$ cat src/rtl/ipg_pkg.sv
package ipg_pkg;

    localparam int unsigned ADDR_W = 3;

    typedef enum logic [ADDR_W-1:0] {
        SEL_IVL0   = 3'd0,
        SEL_IVL1   = 3'd1,
        SEL_IVL2   = 3'd2,
        SEL_IRQ_EN = 3'd4,
        SEL_EV_CLR = 3'd5
    } reg_sel_e;

    typedef struct packed {
        logic pulse;
        logic flag;
    } chan_stat_t;

    function automatic int unsigned gen_count(input bit with_third);
        return with_third ? 3 : 2;
    endfunction

endpackage

$ cat src/rtl/ipg_regs.sv
module ipg_regs
    import ipg_pkg::*;
#(
    parameter int unsigned NUM_GEN = 3,
    parameter int unsigned CNT_W   = 32,
    parameter int unsigned DATA_W  = 32
) (
    input  logic                            clk,
    input  logic                            rst,
    input  logic                            wr_en_i,
    input  logic [ADDR_W-1:0]               wr_addr_i,
    input  logic [DATA_W-1:0]               wr_data_i,
    output logic [NUM_GEN-1:0][CNT_W-1:0]   interval_o,
    output logic [NUM_GEN-1:0]              load_req_o,
    output logic [NUM_GEN-1:0]              irq_en_o,
    output logic [NUM_GEN-1:0]              flag_clr_o
);

    logic unused_data;
    assign unused_data = ^wr_data_i;

    for (genvar g = 0; g < NUM_GEN; g++) begin : g_ivl
        logic hit;
        assign hit           = wr_en_i && (wr_addr_i == ADDR_W'(g));
        assign load_req_o[g] = hit;

        always_ff @(posedge clk) begin
            if (rst) begin
                interval_o[g] <= '0;
            end else if (hit) begin
                interval_o[g] <= wr_data_i[CNT_W-1:0];
            end
        end
    end

    always_ff @(posedge clk) begin
        if (rst) begin
            irq_en_o <= '0;
        end else if (wr_en_i && (wr_addr_i == SEL_IRQ_EN)) begin
            irq_en_o <= wr_data_i[NUM_GEN-1:0];
        end
    end

    assign flag_clr_o = (wr_en_i && (wr_addr_i == SEL_EV_CLR)) ?
                        wr_data_i[NUM_GEN-1:0] : '0;

endmodule

$ cat src/rtl/ipg_chan.sv
module ipg_chan
    import ipg_pkg::*;
#(
    parameter int unsigned CNT_W = 32,
    parameter int unsigned PER_W = 8,
    parameter int unsigned PRS_W = 16
) (
    input  logic              clk,
    input  logic              rst,
    input  logic              tick_i,
    input  logic [PER_W-1:0]  period_i,
    input  logic [PRS_W-1:0]  prescale_i,
    input  logic [CNT_W-1:0]  interval_i,
    input  logic              load_req_i,
    input  logic              flag_clr_i,
    output chan_stat_t        stat_o
);

    logic [CNT_W-1:0] count_q;
    logic             pend_q;
    logic [PRS_W-1:0] width_q;
    logic             flag_q;

    logic [CNT_W-1:0] step;
    logic             armed;
    logic             expire;

    assign step   = CNT_W'(period_i);
    assign armed  = |interval_i;
    assign expire = tick_i && !pend_q && armed && (count_q < step);

    // countdown: a pending load wins, else reload on expiry, else subtract
    always_ff @(posedge clk) begin
        if (rst) begin
            count_q <= '0;
        end else if (tick_i) begin
            if (pend_q || expire) begin
                count_q <= interval_i;
            end else if (armed) begin
                count_q <= count_q - step;
            end
        end
    end

    always_ff @(posedge clk) begin
        if (rst) begin
            pend_q <= 1'b0;
        end else if (load_req_i) begin
            pend_q <= 1'b1;
        end else if (tick_i) begin
            pend_q <= 1'b0;
        end
    end

    // pulse width counts down in ticks, restarted by each expiry
    always_ff @(posedge clk) begin
        if (rst) begin
            width_q <= '0;
        end else if (expire) begin
            width_q <= prescale_i;
        end else if (tick_i && (width_q != '0)) begin
            width_q <= width_q - PRS_W'(1);
        end
    end

    always_ff @(posedge clk) begin
        if (rst) begin
            flag_q <= 1'b0;
        end else if (expire) begin
            flag_q <= 1'b1;
        end else if (flag_clr_i) begin
            flag_q <= 1'b0;
        end
    end

    assign stat_o.pulse = |width_q;
    assign stat_o.flag  = flag_q;

endmodule

$ cat src/rtl/interval_pulse_gen.sv
module interval_pulse_gen
    import ipg_pkg::*;
#(
    parameter bit          HAS_GEN3 = 1'b1,
    parameter int unsigned CNT_W    = 32,
    parameter int unsigned PER_W    = 8,
    parameter int unsigned PRS_W    = 16,
    parameter int unsigned DATA_W   = 32,
    localparam int unsigned NUM_GEN = gen_count(HAS_GEN3)
) (
    input  logic                clk,
    input  logic                rst,
    input  logic                tick_i,
    input  logic [PER_W-1:0]    period_i,
    input  logic [PRS_W-1:0]    prescale_i,
    input  logic                wr_en_i,
    input  logic [ADDR_W-1:0]   wr_addr_i,
    input  logic [DATA_W-1:0]   wr_data_i,
    output logic [NUM_GEN-1:0]  pulse_o,
    output logic [NUM_GEN-1:0]  event_o,
    output logic                irq_o
);

    logic [NUM_GEN-1:0][CNT_W-1:0] interval;
    logic [NUM_GEN-1:0]            load_req;
    logic [NUM_GEN-1:0]            irq_en;
    logic [NUM_GEN-1:0]            flag_clr;
    chan_stat_t                    stat [NUM_GEN];

    ipg_regs #(
        .NUM_GEN (NUM_GEN),
        .CNT_W   (CNT_W),
        .DATA_W  (DATA_W)
    ) u_regs (
        .clk        (clk),
        .rst        (rst),
        .wr_en_i    (wr_en_i),
        .wr_addr_i  (wr_addr_i),
        .wr_data_i  (wr_data_i),
        .interval_o (interval),
        .load_req_o (load_req),
        .irq_en_o   (irq_en),
        .flag_clr_o (flag_clr)
    );

    for (genvar g = 0; g < NUM_GEN; g++) begin : g_chan
        ipg_chan #(
            .CNT_W (CNT_W),
            .PER_W (PER_W),
            .PRS_W (PRS_W)
        ) u_chan (
            .clk        (clk),
            .rst        (rst),
            .tick_i     (tick_i),
            .period_i   (period_i),
            .prescale_i (prescale_i),
            .interval_i (interval[g]),
            .load_req_i (load_req[g]),
            .flag_clr_i (flag_clr[g]),
            .stat_o     (stat[g])
        );
        assign pulse_o[g] = stat[g].pulse;
        assign event_o[g] = stat[g].flag;
    end

    assign irq_o = |(event_o & irq_en);

endmodule

$ cat config.mk
export PLATFORM = sky130hd
export DESIGN_NAME = interval_pulse_gen
export DESIGN_NICKNAME = d
export VERILOG_FILES = /design/src/rtl/ipg_pkg.sv /design/src/rtl/ipg_regs.sv /design/src/rtl/ipg_chan.sv /design/src/rtl/interval_pulse_gen.sv
export SDC_FILE = /design/constraint.sdc
export NUM_CORES = 1
export LEC_CHECK = 0
export BUFFER_PORTS_ARGS = -buffer_cell sky130_fd_sc_hd__buf_2
export CAP_MARGIN = 10
export CELL_PAD_IN_SITES_DETAIL_PLACEMENT = 0
export CELL_PAD_IN_SITES_GLOBAL_PLACEMENT = 2
export CORE_ASPECT_RATIO = 1.75
export CORE_UTILIZATION = 41
export CTS_BUF_LIST = sky130_fd_sc_hd__clkbuf_4 sky130_fd_sc_hd__clkbuf_8
export CTS_CLUSTER_SIZE = 28
export DETAILED_ROUTE_END_ITERATION = 6
export MAX_ROUTING_LAYER = met4
export PLACE_DENSITY = 0.88
export SLEW_MARGIN = 15
export SYNTH_ARGS = -nofsm -noshare
export SYNTH_HDL_FRONTEND = slang
export SYNTH_SLANG_ARGS = --single-unit
$ cat constraint.sdc
create_clock -name clk -period 4.9 [get_ports clk]
set_clock_uncertainty 0.05 [all_clocks]
set_input_delay 0.245 -clock clk [delete_from_list [all_inputs] [get_ports clk]]
set_output_delay 0.245 -clock clk [all_outputs]
set_load 0.01 [all_outputs]
### Word-level counts from Yosys, hierarchy flattened

Index checks and enable logic that the tools add are counted.
W data, S select, Z words.

* bits in registers: 249
* input bits: 63
* output and inout port bits: 7
* logic and storage cells: 102

* $add $sub $neg: 6
* order comparisons: 3
* eq/ne operators: 4
* muxes and demuxes: 23
* bitwise gates (word level): 1
* reductions and logical operators: 49

Operators with widths (count)
* $mux W32: 6
* $lt A32 B8 Y1: 3
* $mux W16: 6
* $reduce_or A32 Y1: 3
* $sub A32 B8 Y32: 3
* $reduce_bool A16 Y1: 3
* $reduce_or A16 Y1: 3
* $sub A16 B1 Y16 const B: 3
* $reduce_bool A2 Y1: 12
* $logic_and A1 B1 Y1: 17
* $mux W1: 10
* $eq A3 B3 Y1 const B: 2
* $reduce_and A2 Y1: 3
* $and A3 B3 Y3: 1
* $eq A3 B1 Y1 const B: 1
* $eq A3 B2 Y1 const B: 1
* $logic_not A1 Y1: 3
* $logic_not A3 Y1: 1
* $logic_or A1 B1 Y1: 3
* $mux W3: 1
* $reduce_or A3 Y1: 1

### Longest topological paths before layout

Gate-level depths: netlist of run 1.

* word-level depth: 7
* depth in mapped cells: 13
* gate-level depth less buffers: 10

### Modules after synthesis

From an unflattened synthesis of run 1, not the netlist that was laid out.

* cells, all modules: 1723
* area total of the unflattened synthesis: 14696.6 µm²

Modules (own cells, without submodules)
* ipg_regs: instances 1, cells an instance 369, area each 4050.1 µm², sequential area each 1981.9 µm²
* ipg_chan (g_chan[0].u_chan): instances 1, cells an instance 464, area each 3584.7 µm², sequential area each 1001.0 µm²
* ipg_chan (g_chan[1].u_chan): instances 1, cells an instance 447, area each 3533.4 µm², sequential area each 1001.0 µm²
* ipg_chan (g_chan[2].u_chan): instances 1, cells an instance 441, area each 3514.6 µm², sequential area each 1001.0 µm²
* interval_pulse_gen: instances 1, cells an instance 2, area each 13.8 µm², sequential area each 0.0 µm²

### Least setup slack after synthesis of run 1

OpenSTA, ideal clock, no wires.

* path type: register to register
* start: reg g_chan[2].u_chan.count_q[0]
* end: reg g_chan[2].u_chan.count_q[3]
* setup time: 0.091 ns
* data arrival time: 2.800 ns
* data required time: 4.759 ns
* path slack: 1.959 ns
* cell stages (with the launch flop): 13
* path buffers: 3
* clock period less this slack: 2.941 ns
* cell sequence: dfxtp_1 inv_1 ha_1 fa_1 nand2b_1 a211oi_1 nor3_1 clkbuf_1 a21oi_1 clkbuf_1 clkbuf_1 nand3_1 a311oi_1

* word-level cells in the longest chain between the ends: 5

RTL lines
* from (decl): RTL line ipg_chan.sv:19 `logic [CNT_W-1:0] count_q;`
* from (signal assigned): RTL line ipg_chan.sv:38 `count_q <= interval_i;`
* from (signal assigned): RTL line ipg_chan.sv:40 `count_q <= count_q - step;`
* $lt A32 B8 Y1: RTL line ipg_chan.sv:30 `assign expire = tick_i && !pend_q && armed && (count_q < step);`
* $logic_and A1 B1 Y1: RTL line ipg_chan.sv:30
* $logic_or A1 B1 Y1: RTL line ipg_chan.sv:37 `if (pend_q || expire) begin`
* $reduce_bool A2 Y1 (no source line)
* $reduce_and A2 Y1 (no source line)

Parallel ways exist; a longest one is shown, timed or not. The select of a mux whose other input is x is not followed.
A chain may end at the register's enable or synchronous reset.

### Final worst setup path of run 1

* start: reg g_chan[2].u_chan.count_q[0]
* end: reg g_chan[2].u_chan.count_q[4]

Same word-level chain as after synthesis.

==> flow_metrics.tcl, run 1 <==
set metrics [dict create \
    outcome "finished, final reports clean" \
    final_max_slew_viol_count 0 \
    timing.fmax_mhz 270.2 \
    grt_pass1_wl_mm 69.48 \
    drt_first_iter_violations 669 \
    hold_class "input pin to flip-flop" \
    post-route-drc-count 0 \
    cts_resized 0 \
    slowest_delay_ns 0.57 \
    dp_hpwl_mm 32.48 \
    grt_max_degree 86 \
    clock_sinks 249 \
    grt_remaining_overflow 0 \
    setup_viol 0 \
    hold_path.startpoint "rst" \
    path_common_cell "buf_4" \
    yosysTopAreaCell "dfxtp_1" \
    core_um2 31530 \
    drv_cap 0 \
    synth.avg_cell_area_um2 7.643 \
    dieWidth_um 137.5 \
    die_area_um2 32890 \
    power.density_nw_per_um2 616.1 \
    clock-root-buffer "clkbuf_8" \
    hold_viol_final 0 \
    numCtsBuffers 42 \
    setup_tns_ns 0 \
    layout.cells.most_common "nand2_1" \
    min_to "u_regs.interval_o[23]$_SDFFE_PP0P_" \
    h-tree-depth 2 \
    path_clk_slew_ns 0.06 \
    ir_drop_uv 330.7 \
    synth_ff_type "dfxtp_1" \
    yosysTopAreaCellShare_pct 37.83 \
    min_period_ns 3.701 \
    p_leak_nw 5.610 \
    endpoint_kind "flip-flop" \
    cts_tree "done" \
    ios 70 \
    layout_common_cells "nand2_1 (296), dfxtp_1 (249), a21oi_1 (198), nor2_1 (140), o21ai_0 (96)" \
    antenna_found_initial 1 \
    relSlewSlack_pct 31.13 \
    insertion_delay_ns 0.59 \
    path_buf_inv 3 \
    ys_seq_elements 249 \
    post-cts-setup-buffer-count 0 \
    antenna_left 0 \
    critPathTopFamily "compound AO/OA/AOI/OAI gates" \
    synth-edff-count 0 \
    area_growth_pct 14.97 \
    path_max_fanout 34 \
    track_usage_pct 28.49 \
    tightestPinTransition_ns 1.033 \
    worstPathRequired_ns 5.33 \
    timing.rr.end "g_chan[2].u_chan.count_q[4]$_SDFFE_PP0P_" \
    rsz0062_at_grt "no" \
    slowest_stage "a211oi_1" \
    layout-drive-gt1-share_pct 11.60 \
    holdPathStages 2 \
    path_class "flip-flop to flip-flop" \
    critPathLaunchType "flip-flop" \
    vias 12980 \
    grt_pass1_vias 12490 \
    arrival_ns 4.13 \
    synth_area_um2 13180 \
    r2r_cells 11 \
    cts.hold.buffers_added 48 \
    yosys-top-cells-area "dfxtp_1 (38%), nand2_1 (8.4%), a21oi_1 (7.6%)" \
    core.rowCount 86 \
    yosys_warnings 0 \
    initial_core_util_pct 41.79 \
    vias_per_cell 5.832 \
    dpl_cell_area_um2 13770 \
    crit_chain "inv_1 -> ha_1 -> fa_1 -> nand2b_1 -> a211oi_1 -> nor3_1 -> buf_4 -> a21o_1 -> buf_4 -> or3_1 -> a311oi_1" \
    finalCritPeriodShare_pct 75.53 \
    yosysUniqueCellTypes 82 \
    rr_startpoint "g_chan[2].u_chan.count_q[0]$_SDFFE_PP0P_" \
    syn_inst 1724 \
    async_flop_share_pct 0 \
    r2r_slack_ns 1.20 \
    layout.nets 1891 \
    gp_congestion 0.8650 \
    final_area_um2 15150 \
    syn-num-nets 1817 \
    wl_per_cell_um 20.23 \
    routed_wirelength_mm 45.01 \
    firstDrtPassIters 5 \
    die_y_um 239.2 \
    yosysSeqAreaShare_pct 37.83 \
    io_buffer_count 69 \
    cts_buffer_depth 3 \
]
==> worst max-delay path by stage <==
stage                                                           to  cells past startpoint                                     start  slack, ns
after floorplan           g_chan[2].u_chan.count_q[3]$_SDFFE_PP0P_                     12  g_chan[2].u_chan.count_q[0]$_SDFFE_PP0P_       1.96
after global placement    g_chan[2].u_chan.count_q[4]$_SDFFE_PP0P_                     11                               period_i[0]       1.17
after detailed placement  g_chan[2].u_chan.count_q[4]$_SDFFE_PP0P_                     11                               period_i[0]       1.18
after CTS                 g_chan[2].u_chan.count_q[4]$_SDFFE_PP0P_                     11  g_chan[2].u_chan.count_q[0]$_SDFFE_PP0P_       1.19
after global routing      g_chan[2].u_chan.count_q[4]$_SDFFE_PP0P_                     11  g_chan[2].u_chan.count_q[0]$_SDFFE_PP0P_       0.99
final                     g_chan[2].u_chan.count_q[4]$_SDFFE_PP0P_                     11  g_chan[2].u_chan.count_q[0]$_SDFFE_PP0P_       1.20
==> power breakdown <==
group          switching, W  internal (W)  leakage, nW  total, W
clock network      0.000907       0.00111        0.481   0.00202
logic               0.00260       0.00181         3.10   0.00441
registers          0.000433       0.00247         2.03   0.00291
==> sequential cells by signal (all words and copies together), names as in the netlist <==
register / count
g_chan.u_chan.flag_q: 3
u_regs.interval_o: 96
u_regs.irq_en_o: 3
g_chan.u_chan.width_q: 48
g_chan.u_chan.count_q: 96
g_chan.u_chan.pend_q: 3
==> synthesized netlist by cell type, types with 31 or more instances <==
master	count
a211oi_1	52
a21oi_1	200
a31oi_1	31
clkbuf_1	90
dfxtp_1	249
inv_1	35
nand2_1	296
nand3_1	44
nor2_1	142
nor3_1	49
nor4_1	55
o21ai_0	96
xnor2_1	32
==> stage by stage <==
stage / std cells / worst slack [ns] / util [%] / total power (W) / hold slack (ns)
detailed placement: 2102 / 1.178 / 43.67 / 0.007274 / 0.3975
global route: 2225 / 0.9907 / 48.05 / 0.01002 / 0.05327
floorplan: 1724 / 1.959 / - / 0.006253 / 0.3310
global placement: 2102 / 1.166 / 43.67 / 0.007222 / 0.3909
CTS: 2224 / 1.186 / 48.04 / 0.009363 / 0.01917
finish: 2225 / 1.199 / 48.05 / 0.009334 / 0.04158
==> worst reg2reg max path, stage by stage (launching register included) <==
cell	delay, ns
dfxtp_1	0.34
inv_1	0.05
ha_1	0.20
fa_1	0.39
nand2b_1	0.21
a211oi_1	0.57
nor3_1	0.10
buf_4	0.21
a21o_1	0.53
buf_4	0.36
or3_1	0.35
a311oi_1	0.25
==> final cells by class <==
type | count | area (um^2)
diodes | 1 | 2.502
clock buffers | 62 | 809.5
clock inverters | 12 | 87.58
fillers | 3227 | 16380
inverters | 37 | 138.9
multi-input cells | 1325 | 7604
flip-flops and latches | 249 | 4985
well taps | 396 | 495.5
repair buffers | 143 | 1027
==> metal layers <==
metal  vias up  GRT usage [%]  routed length (um)
li1       6384              -                   -
met1      6174          29.71               17430
met2       319          52.35               23940
met3        99          3.350                1694
met4         0          12.69                1941
met5         -              -                   0
==> logic make-up after synthesis <==
kind of cell    after synthesis  synth area share (%)
compound gates              509                 24.01
fa+ha+maj                    30                 3.020
mux                          13                 1.026
flops                       249                 37.83
xor+xnor                     52                 3.456
simple gates                721                 25.71
buf+inv                     150                 4.947
No activity file was read; power rests on OpenSTA's default activity.
==> run 2: changes to the inputs <==
CORE_UTILIZATION = 34   (was 41)
PLACE_DENSITY = 0.78   (was 0.88)
clock period = 3.3 ns   (was 4.9 ns; I/O delays follow)
==> flow_metrics.tcl, run 2 (synthesis gave the netlist of run 1 again) <==
set metrics [dict create \
    crit_chain "or4_1 -> or3_1 -> or3_1 -> o31a_1 -> buf_4 -> and4_1 -> a31oi_1 -> a21oi_1" \
    p_leak_nw 5.809 \
    slowest_delay_ns 0.58 \
    io_buffer_count 69 \
    hold_viol_final 0 \
    grt_pass1_vias 13010 \
    drv_cap 0 \
    min_period_ns 3.062 \
    ios 70 \
    routed_wirelength_mm 47.19 \
    r2r_slack_ns 0.24 \
    vias 13170 \
    top_regs "g_chan.u_chan.count_q (96), u_regs.interval_o (96), g_chan.u_chan.width_q (48)" \
    grt_max_degree 80 \
    layout_common_cells "nand2_1 (296), dfxtp_1 (249), a21oi_1 (198), nor2_1 (140), o21ai_0 (96)" \
    drt_first_iter_violations 714 \
    path_common_cell "or3_1" \
    slowest_stage "or4_1" \
    initial_core_util_pct 34.43 \
    setup_tns_ns 0 \
    numCtsBuffers 42 \
    antenna_found_initial 1 \
    ir_drop_uv 336.0 \
    core_um2 38270 \
    clock-root-buffer "clkbuf_8" \
    layout-drive-gt1-share_pct 13.24 \
    multiInputGateArea_um2 7594 \
    die_y_um 262.4 \
    antenna_left 0 \
    hold_class "input pin to flip-flop" \
    fillers 4056 \
    wl_per_cell_um 20.06 \
    setup_viol 0 \
    worstPathRequired_ns 3.66 \
    core.rowCount 95 \
    post-cts-setup-buffer-count 0 \
    grt_pass1_wl_mm 73.11 \
    finalCritPeriodShare_pct 92.78 \
    die_area_um2 39580 \
    register_area_um2 4985 \
    path_class "flip-flop to flip-flop" \
    track_usage_pct 24.70 \
    hold_ws_ns 0.03764 \
    outcome "finished, final reports clean" \
    clock_sinks 249 \
    critPathLaunchType "flip-flop" \
    layout.cells.most_common "nand2_1" \
    dp_hpwl_mm 34.17 \
    tightestPinTransition_ns 0.9422 \
    grt_remaining_overflow 0 \
    power.density_nw_per_um2 910.9 \
    insertion_delay_ns 0.57 \
    rsz0062_at_grt "no" \
    endpoint_kind "flip-flop" \
    path_clk_slew_ns 0.07 \
    post-route-drc-count 0 \
    final_max_slew_viol_count 0 \
    timing.fmax_mhz 326.6 \
    arrival_ns 3.42 \
    dieWidth_um 150.8 \
    vias_per_cell 5.599 \
    path_max_fanout 16 \
    layout.nets 1926 \
    cts_resized 0 \
    gp_congestion 0.8487 \
    cts_tree "done" \
    cts.hold.buffers_added 50 \
    area_growth_pct 18.26 \
    cts_buffer_depth 3 \
    h-tree-depth 2 \
    relSlewSlack_pct 37.19 \
    firstDrtPassIters 5 \
]
[run 2: layout make-up]
type | instances | area share, %
multi-input combinational | 1325 | 48.73
clock buffer | 75 | 5.862
inverter | 37 | 0.8913
sequential | 249 | 31.99
timing repair buffer | 178 | 8.552
antenna | 1 | 0.01606
clock inverter | 2 | 0.06424
tap | 485 | 3.894
[run 2: path summary, 6_finish.rpt]
| kind | end | startpoint | depth (start not counted) |
|---|---|---|---|
| max | g_chan[0].u_chan.count_q[18]$_SDFFE_PP0P_ | g_chan[0].u_chan.count_q[15]$_SDFFE_PP0P_ | 8 |
| min | u_regs.irq_en_o[2]$_SDFFE_PP0P_ | wr_addr_i[1] | 4 |
| max reg2reg | g_chan[0].u_chan.count_q[18]$_SDFFE_PP0P_ | g_chan[0].u_chan.count_q[15]$_SDFFE_PP0P_ | 8 |
| min reg2reg | g_chan[2].u_chan.count_q[0]$_SDFFE_PP0P_ | g_chan[2].u_chan.count_q[0]$_SDFFE_PP0P_ | 2 |
[run 2: layer usage]
| metal | up-vias | routed length [um] | track usage, % |
|---|---|---|---|
| met1 | 6273 | 17800 | 25.30 |
| met5 | - | 0 | - |
| met3 | 120 | 1654 | 3.056 |
| li1 | 6455 | - | - |
| met4 | 0 | 2208 | 11.65 |
| met2 | 322 | 25530 | 45.45 |
[run 2: worst max-delay path, delay by kind of cell (launching register included)]
kind / cells / cell delay (ns)
AOI/OAI and AO/OA: 3 / 0.59
buffers and inverters: 1 / 0.21
DFF: 1 / 0.36
and+or+nand+nor: 4 / 1.70
[run 2: where the power goes]
group,total [W],switching [W],internal (W)
Clock,0.00305,0.00133,0.00172
Combinational,0.00685,0.00393,0.00292
Sequential,0.00429,0.000621,0.00367
[run 2: through the flow]
step,instance area [um^2],utilization (%),worst slack [ns],instances,total power (W)
finish,15580,40.71,0.2384,2352,0.01419
global route,15580,40.71,0.07265,2352,0.01529
CTS,15580,40.71,0.2341,2351,0.01431
detailed placement,14160,36.99,0.2534,2224,0.01112
global placement,14160,36.99,0.2814,2224,0.01106
floorplan,13180,-,0.3590,1724,0.009284
